[src/rtl/ecc_pkg.sv]
package ecc_pkg;

    typedef enum logic [1:0] {
        POL_RISE = 2'd0,
        POL_FALL = 2'd1,
        POL_BOTH = 2'd2,
        POL_RSVD = 2'd3
    } pol_e;

    localparam int unsigned SEL_W = 2;

endpackage

[src/rtl/ecc_sync.sv]
module ecc_sync #(
    parameter int unsigned STAGES = 2
) (
    input  logic clk_i,
    input  logic rst_ni,
    input  logic async_i,
    output logic sync_o
);
    typedef struct packed {
        logic [STAGES-1:0] chain;
    } sync_st_t;

    sync_st_t st_d, st_q;

    always_comb begin
        st_d = st_q;
        if (STAGES > 1) begin
            st_d.chain = {st_q.chain[STAGES-2:0], async_i};
        end else begin
            st_d.chain[0] = async_i;
        end
    end

    always_ff @(posedge clk_i or negedge rst_ni) begin
        if (!rst_ni) begin
            st_q <= '0;
        end else begin
            st_q <= st_d;
        end
    end

    assign sync_o = st_q.chain[STAGES-1];
endmodule

[src/rtl/ecc_stab_filter.sv]
module ecc_stab_filter #(
    parameter int unsigned SEL_W = 2
) (
    input  logic             clk_i,
    input  logic             rst_ni,
    input  logic             smp_i,
    input  logic [SEL_W-1:0] sel_i,
    input  logic             clr_i,
    output logic             lvl_o
);
    localparam int unsigned MAX_RUN = 1 << ((1 << SEL_W) - 1);
    localparam int unsigned RUN_W   = (MAX_RUN > 1) ? $clog2(MAX_RUN) : 1;

    typedef struct packed {
        logic             lvl;
        logic [RUN_W-1:0] run;
    } flt_st_t;

    flt_st_t        st_d, st_q;
    logic [RUN_W:0] need;
    logic [RUN_W:0] seen;

    always_comb begin
        st_d = st_q;
        need = {{RUN_W{1'b0}}, 1'b1} << sel_i;
        seen = {1'b0, st_q.run} + {{RUN_W{1'b0}}, 1'b1};
        if (clr_i) begin
            st_d.run = '0;
        end else if (smp_i == st_q.lvl) begin
            st_d.run = '0;
        end else if (seen >= need) begin
            st_d.lvl = smp_i;
            st_d.run = '0;
        end else begin
            st_d.run = seen[RUN_W-1:0];
        end
    end

    always_ff @(posedge clk_i or negedge rst_ni) begin
        if (!rst_ni) begin
            st_q <= '0;
        end else begin
            st_q <= st_d;
        end
    end

    assign lvl_o = st_q.lvl;
endmodule

[src/rtl/ecc_edge_det.sv]
module ecc_edge_det
    import ecc_pkg::*;
(
    input  logic       clk_i,
    input  logic       rst_ni,
    input  logic       lvl_i,
    input  logic [1:0] pol_i,
    output logic       pulse_o,
    output logic       prev_o,
    output logic       err_o
);
    typedef struct packed {
        logic prev;
        logic pulse;
    } edge_st_t;

    edge_st_t st_d, st_q;
    logic     rise, fall;

    always_comb begin
        st_d      = st_q;
        rise      = lvl_i & ~st_q.prev;
        fall      = ~lvl_i & st_q.prev;
        st_d.prev = lvl_i;
        unique case (pol_e'(pol_i))
            POL_RISE: st_d.pulse = rise;
            POL_FALL: st_d.pulse = fall;
            POL_BOTH: st_d.pulse = rise | fall;
            default:  st_d.pulse = 1'b0;
        endcase
    end

    always_ff @(posedge clk_i or negedge rst_ni) begin
        if (!rst_ni) begin
            st_q <= '0;
        end else begin
            st_q <= st_d;
        end
    end

    assign pulse_o = st_q.pulse;
    assign prev_o  = st_q.prev;
    assign err_o   = (pol_e'(pol_i) == POL_RSVD);
endmodule

[src/rtl/extclk_edge_cond.sv]
module extclk_edge_cond
    import ecc_pkg::*;
#(
    parameter int unsigned SYNC_STAGES = 2
) (
    input  logic             clk_i,
    input  logic             rst_ni,
    input  logic             pin_i,
    input  logic [SEL_W-1:0] flt_sel_i,
    input  logic [1:0]       pol_sel_i,
    output logic             cnt_pulse_o,
    output logic             cfg_err_o
);
    typedef struct packed {
        logic [SEL_W-1:0] flt;
        logic [1:0]       pol;
    } cfg_st_t;

    cfg_st_t cfg_d, cfg_q;
    logic    cfg_chg;
    logic    pin_sync;
    logic    filt_lvl;
    logic    held_lvl;

    always_comb begin
        cfg_d     = cfg_q;
        cfg_d.flt = flt_sel_i;
        cfg_d.pol = pol_sel_i;
        cfg_chg   = (cfg_q.flt != flt_sel_i) || (cfg_q.pol != pol_sel_i);
    end

    always_ff @(posedge clk_i or negedge rst_ni) begin
        if (!rst_ni) begin
            cfg_q <= '0;
        end else begin
            cfg_q <= cfg_d;
        end
    end

    ecc_sync #(.STAGES(SYNC_STAGES)) sync_i (
        .clk_i  (clk_i),
        .rst_ni (rst_ni),
        .async_i(pin_i),
        .sync_o (pin_sync)
    );

    ecc_stab_filter #(.SEL_W(SEL_W)) filt_i (
        .clk_i (clk_i),
        .rst_ni(rst_ni),
        .smp_i (pin_sync),
        .sel_i (flt_sel_i),
        .clr_i (cfg_chg),
        .lvl_o (filt_lvl)
    );

    ecc_edge_det edge_i (
        .clk_i  (clk_i),
        .rst_ni (rst_ni),
        .lvl_i  (filt_lvl),
        .pol_i  (pol_sel_i),
        .pulse_o(cnt_pulse_o),
        .prev_o (held_lvl),
        .err_o  (cfg_err_o)
    );
endmodule

[config.mk]
export PLATFORM = sky130hd
export DESIGN_NAME = extclk_edge_cond
export DESIGN_NICKNAME = d
export VERILOG_FILES = /design/src/rtl/ecc_pkg.sv /design/src/rtl/ecc_sync.sv /design/src/rtl/ecc_stab_filter.sv /design/src/rtl/ecc_edge_det.sv /design/src/rtl/extclk_edge_cond.sv
export SDC_FILE = /design/constraint.sdc
export NUM_CORES = 1
export LEC_CHECK = 0
export BUFFER_PORTS_ARGS = -buffer_cell sky130_fd_sc_hd__buf_4
export CORE_MARGIN = 2
export CORE_UTILIZATION = 47
export CTS_CLUSTER_DIAMETER = 120
export CTS_CLUSTER_SIZE = 24
export DETAILED_ROUTE_END_ITERATION = 8
export GPL_TIMING_DRIVEN = 0
export PLACE_DENSITY = 0.69
export SLEW_MARGIN = 20
export SYNTH_ARGS = -nofsm -noshare
export SYNTH_HDL_FRONTEND = slang
export SYNTH_SLANG_ARGS = --single-unit
[constraint.sdc]
create_clock -name clk_i -period 2 [get_ports clk_i]
set_clock_uncertainty 0.1 [all_clocks]
set_input_delay 0.4 -clock clk_i [delete_from_list [all_inputs] [get_ports clk_i]]
set_output_delay 0.4 -clock clk_i [all_outputs]
set_load 0.01 [all_outputs]
* After elaboration in Yosys (flattened, before gate mapping)
Cells that the tools add are included.
** Word-level totals
- Bits in registers :: 12
- Bits in latches :: 0
- RAM bits :: 0
- ROM bits :: 0
- Input bits :: 7
- Output and inout port bits :: 2
- Word-level logic and storage cells :: 30
- Memories :: 0
** Cells by class
- $add $sub $neg :: 1
- Multiply operators :: 0
- Divide/modulo/power cells :: 0
- Order comparisons :: 1
- Eq/ne operators :: 6
- Shift-type cells :: 1
- Multiplexer cells :: 4
- Bitwise operators :: 7
- Reduce and logical (&&, ||, !) cells :: 3
** Operator list (number)
- two-way mux 3 bit :: 3
- adder 3 x 1 -> 4 bit (second input constant) :: 1
- == test 2 bit (second input constant) :: 2
- greater-or-equal comparator 4 bit :: 1
- != test 2 bit :: 2
- NOT 1 bit :: 4
- << shifter 1 x 2 -> 4 bit (first input constant) :: 1
- case mux 1 bit (3 select lines) :: 1
- AND reduction 3 bit :: 1
- AND 1 bit :: 2
- == test 2 x 1 -> 1 bit (second input constant) :: 1
- logical NOT 2 bit :: 1
- == test 1 bit :: 1
- logical OR 1 bit :: 1
- bitwise OR 1 bit :: 1

* Longest topological paths before layout
- Word-level depth :: 5
- Gate-level depth with buffers :: 7
- Depth with buffers taken out :: 7

* Cells and area by module
From an unflattened synthesis, not the netlist that was laid out.
** Unflattened totals
- Cells, all modules :: 51
- Area total of the unflattened synthesis :: 598.1 um^2
** By module, submodules not included
- ecc_stab_filter :: instances 1, cells each 29, area each 290.3 um^2, seq. area each 100.1 um^2
- extclk_edge_cond :: instances 1, cells each 9, area each 141.4 um^2, seq. area each 100.1 um^2
- ecc_edge_det :: instances 1, cells each 11, area each 116.4 um^2, seq. area each 50.0 um^2
- ecc_sync :: instances 1, cells each 2, area each 50.0 um^2, seq. area each 50.0 um^2

* Worst setup path before layout
Ideal clock, no wire load.
- Path type :: register -> register
- Start point :: register filt_i.st_q[0] (netlist name)
- End point :: register filt_i.st_q, in the netlist filt_i.lvl_o
- Setup time :: 0.125 ns
- Arrival time :: 1.660 ns
- Data required time :: 1.775 ns
- Setup slack :: 0.115 ns
- Cell stages (with the launch flop) :: 6
- Buffers on the path :: 0
- Period minus slack after synthesis :: 1.885 ns
- Cells stage by stage :: dfrtp_1 -> ha_1 -> ha_1 -> a2111oi_4 -> nor3b_2 -> mux2_2
** Between the ends
- Longest elaborated chain between the ends :: 3
** RTL lines
- start, declared :: RTL line ecc_stab_filter.sv:19 : flt_st_t st_d, st_q;
- start signal, assigned :: RTL line ecc_stab_filter.sv:43 : st_q <= st_d;
- adder 3 x 1 -> 4 bit :: RTL line ecc_stab_filter.sv:26 : seen = {1'b0, st_q.run} + {{RUN_W{1'b0}}, 1'b1};
- greater-or-equal comparator 4 bit :: RTL line ecc_stab_filter.sv:31 : end else if (seen >= need) begin
- AND reduction 3 bit (no line)
No other way between the ends.
A chain may end at the register's enable or synchronous reset.

* Worst setup path after layout
Ends and elaborated chain as after synthesis.

==> impl_metrics.py <==
metrics = {
    "pwr": {
        "pwr-share-seq_pct": 52.9,
        "comb_power_share_pct": 23.5,
        "sw_frac_of_total_pct": 25.9,
        "total_power_w": 0.000561,
        "p_clk_share_pct": 23.5,
        "ir_drop_uv": 500,
        "power_density_nw_per_um2": 713,
        "p_int_w": 0.000416,
        "leakagePower_nw": 0.368,
        "p_sw_w": 0.000145,
    },
    "die": {
        "start_util_pct": 52.8,
        "die_y_um": 40.0,
        "fp.dieW_um": 40.0,
        "ios": 9,
        "core_region_area_um2": 1160,
        "rows": 12,
        "dieArea_um2": 1600,
    },
    "sta": {
        "report.final.slew_viol_count": 0,
        "slew_headroom_pct": 79.3,
        "fmax_mhz": 517,
        "setup_viol": 0,
        "fin_ws_ns": 0.0646,
        "max_slew.worst_pin.slew_ns": 0.311,
        "fin_setup_tns_ns": 0,
        "fin_crit_sh_pct": 96.8,
        "hold_viol": 0,
        "period_needed_ns": 1.94,
    },
    "clock_network": {
        "h-tree-depth": 1,
        "clk_latency_ns": 0.26,
        "cts_buffers": 3,
        "cts.reportedPaths.clkPinSlew_ns": 0.06,
        "cts_tree": "yes",
        "cts_buffer_depth": 2,
        "clock-sinks": 12,
        "cts_root_buffer": "clkbuf_4",
    },
    "finish": {
        "fillers": 87,
        "layout_commonest_cell": "dfrtp_1",
        "register_area_um2": 300,
        "finalInstanceArea_um2": 787,
        "insertedDiodeCount": 0,
        "drive_above_1_share_pct": 35.5,
        "areaGrowthSynthToFinish_pct": 28.9,
        "final_cell_mix": "dfrtp_1 (12), buf_4 (9), xor2_1 (5)",
        "finalNetCount": 78,
        "multi_input_area_um2": 358,
    },
    "yosys": {
        "avgSynthCellArea_um2": 12.5,
        "async_reset_ff_share_pct": 100,
        "ys_ff_latch": 12,
        "synth.distinct_cells": 19,
        "yosysWarningCount": 0,
        "synthFlopType": "dfrtp_1",
        "postSynthCellCount": 49,
        "syn_nets": 63,
        "ys_seq_area_share_pct": 49.2,
        "synth_edf_count": 0,
        "syn-cell-area_um2": 611,
    },
    "detailed_routing": {
        "drt_iter0_markers": 2,
        "drcViolationCount": 0,
        "antenna_left": 0,
        "vias": 378,
        "dr.pass1.iters": 2,
        "avgRoutedWirePerCell_um": 12.0,
        "viasPerCell": 4.97,
        "wirelength_um": 909,
    },
    "placement": {
        "placed_cell_area_um2": 688,
        "pre_cts_slack_ns": -0.0530,
        "portBuffers": 8,
        "hpwl_um": 681,
        "finalWeightedCongestion": 0.722,
    },
    "critical_path": {
        "max_stage_delay_ns": 0.41,
        "slowest_stage": "dfrtp_1",
        "endpoint_kind": "flop",
        "cp-start-kind": "flop",
        "arrival_ns": 1.98,
        "cp_max_fo": 3,
        "path_class": "reg2reg",
        "cp.required_ns": 2.04,
        "path_cells": "buf_4 -> ha_1 -> nand2b_4 -> a2111oi_4 -> nor3b_2 -> mux2_4",
    },
    "status": {
        "outcome": "finished, final reports clean",
    },
    "grt": {
        "antenna_found_initial": 0,
        "grtUsageTotal_pct": 14.1,
        "grt_overflow": 0,
        "grt_max_degree": 13,
        "grt_pass1_vias": 329,
        "grt_pass1_wl_mm": 1.36,
    },
    "run": {
        "max_cap_violations": 0,
    },
    "hold_path": {
        "min_path_type": "in2reg",
    },
}
## power by group through the flow
stage / Combinational, W / Sequential, W / Clock [W]
3_5_place_dp: 0.000120 / 0.000303 / 0
6_report: 0.000132 / 0.000297 / 0.000132
5_1_grt: 0.000151 / 0.000300 / 0.000156
2_1_floorplan: 0.0000701 / 0.000301 / 0
4_1_cts: 0.000127 / 0.000298 / 0.000139
3_3_place_gp: 0.000115 / 0.000299 / 0
## routing by layer
metal | global-route usage [%] | up-vias | wire length (um)
met2 | 22.6 | 12 | 403
met3 | 6.67 | 0 | 74
met4 | 5.17 | 0 | 0
li1 | - | 193 | -
met1 | 16.4 | 173 | 431
met5 | 0 | - | 0
## registers in the layout, summed over array words and instances (netlist names)
name / flops
cfg_q: 4
edge_i.prev_o: 1
edge_i.pulse_o: 1
filt_i.lvl_o: 1
filt_i.st_q: 3
sync_i.st_q: 2
## what timing repair did
action / 4_1_cts / 5_1_grt
setup endpoints to repair: 1 / 2
hold buffers: 1 / 0
hold endpoints to repair: 12 / 0
resized for setup: 1 / 8
pin swaps: 1 / 5
buffers inserted: 1 / 0
## final timing paths
| check | from | endpoint | slack (ns) | depth (start not counted) |
|---|---|---|---|---|
| min in group asynchronous | rst_ni | cfg_q[2] | 0.41 | 2 |
| max in group asynchronous | rst_ni | sync_i.st_q[0] | 1.24 | 2 |
| min | pin_i | sync_i.st_q[0] | 0.15 | 1 |
| min reg2reg | sync_i.st_q[0] | sync_i.st_q[1] | 0.25 | 0 |
| max | filt_i.st_q[0] | filt_i.lvl_o | 0.06 | 6 |
| max reg2reg | filt_i.st_q[0] | filt_i.lvl_o | 0.06 | 6 |
## area by class of cell
type                       instances  area share [%]
multi-input combinational         34            45.5
sequential                        12            38.2
timing repair buffer              10            9.86
clock buffer                       3            2.86
tap                               14            2.23
inverter                           3            1.43
## cell families (layout without fill, tap and decap cells)
logic type,Yosys count,after routing,share of synthesized area (%)
buffers and inverters,3,16,1.84
adder cells (fa/ha/maj),7,7,14.3
AO/OA/AOI/OAI,4,4,7.79
multiplexers,2,2,3.48
flip-flops,12,12,49.2
AND/OR/NAND/NOR,15,15,14.8
XOR/XNOR,6,6,8.61
## through the flow
stage / util (%) / hold slack (ns) / cells
global route: 68.1 / 0.120 / 76
CTS: 64.1 / 0.136 / 76
global placement: 59.5 / 0.144 / 71
finish: 68.1 / 0.147 / 76
detailed placement: 59.5 / 0.142 / 71
floorplan: - / 0.00441 / 49
## cell usage after synthesis (2+ instances only)
cell type | instances | share of area (%)
nand2_1 | 2 | 1.2
nand2b_1 | 2 | 2.0
ha_1 | 7 | 14
inv_1 | 3 | 1.8
nor2_1 | 5 | 3.1
dfrtp_1 | 12 | 49
xor2_1 | 6 | 8.6
## worst max-delay path, delay by kind of cell, from the launching register on
kind / cells / cell delay (ns)
DFF: 1 / 0.41
AOI/OAI and AO/OA: 1 / 0.34
muxes: 1 / 0.30
adders and majority gates: 1 / 0.28
and+or+nand+nor: 2 / 0.24
buffers and inverters: 1 / 0.16
Note: power is estimated with default switching activity, not from simulation.
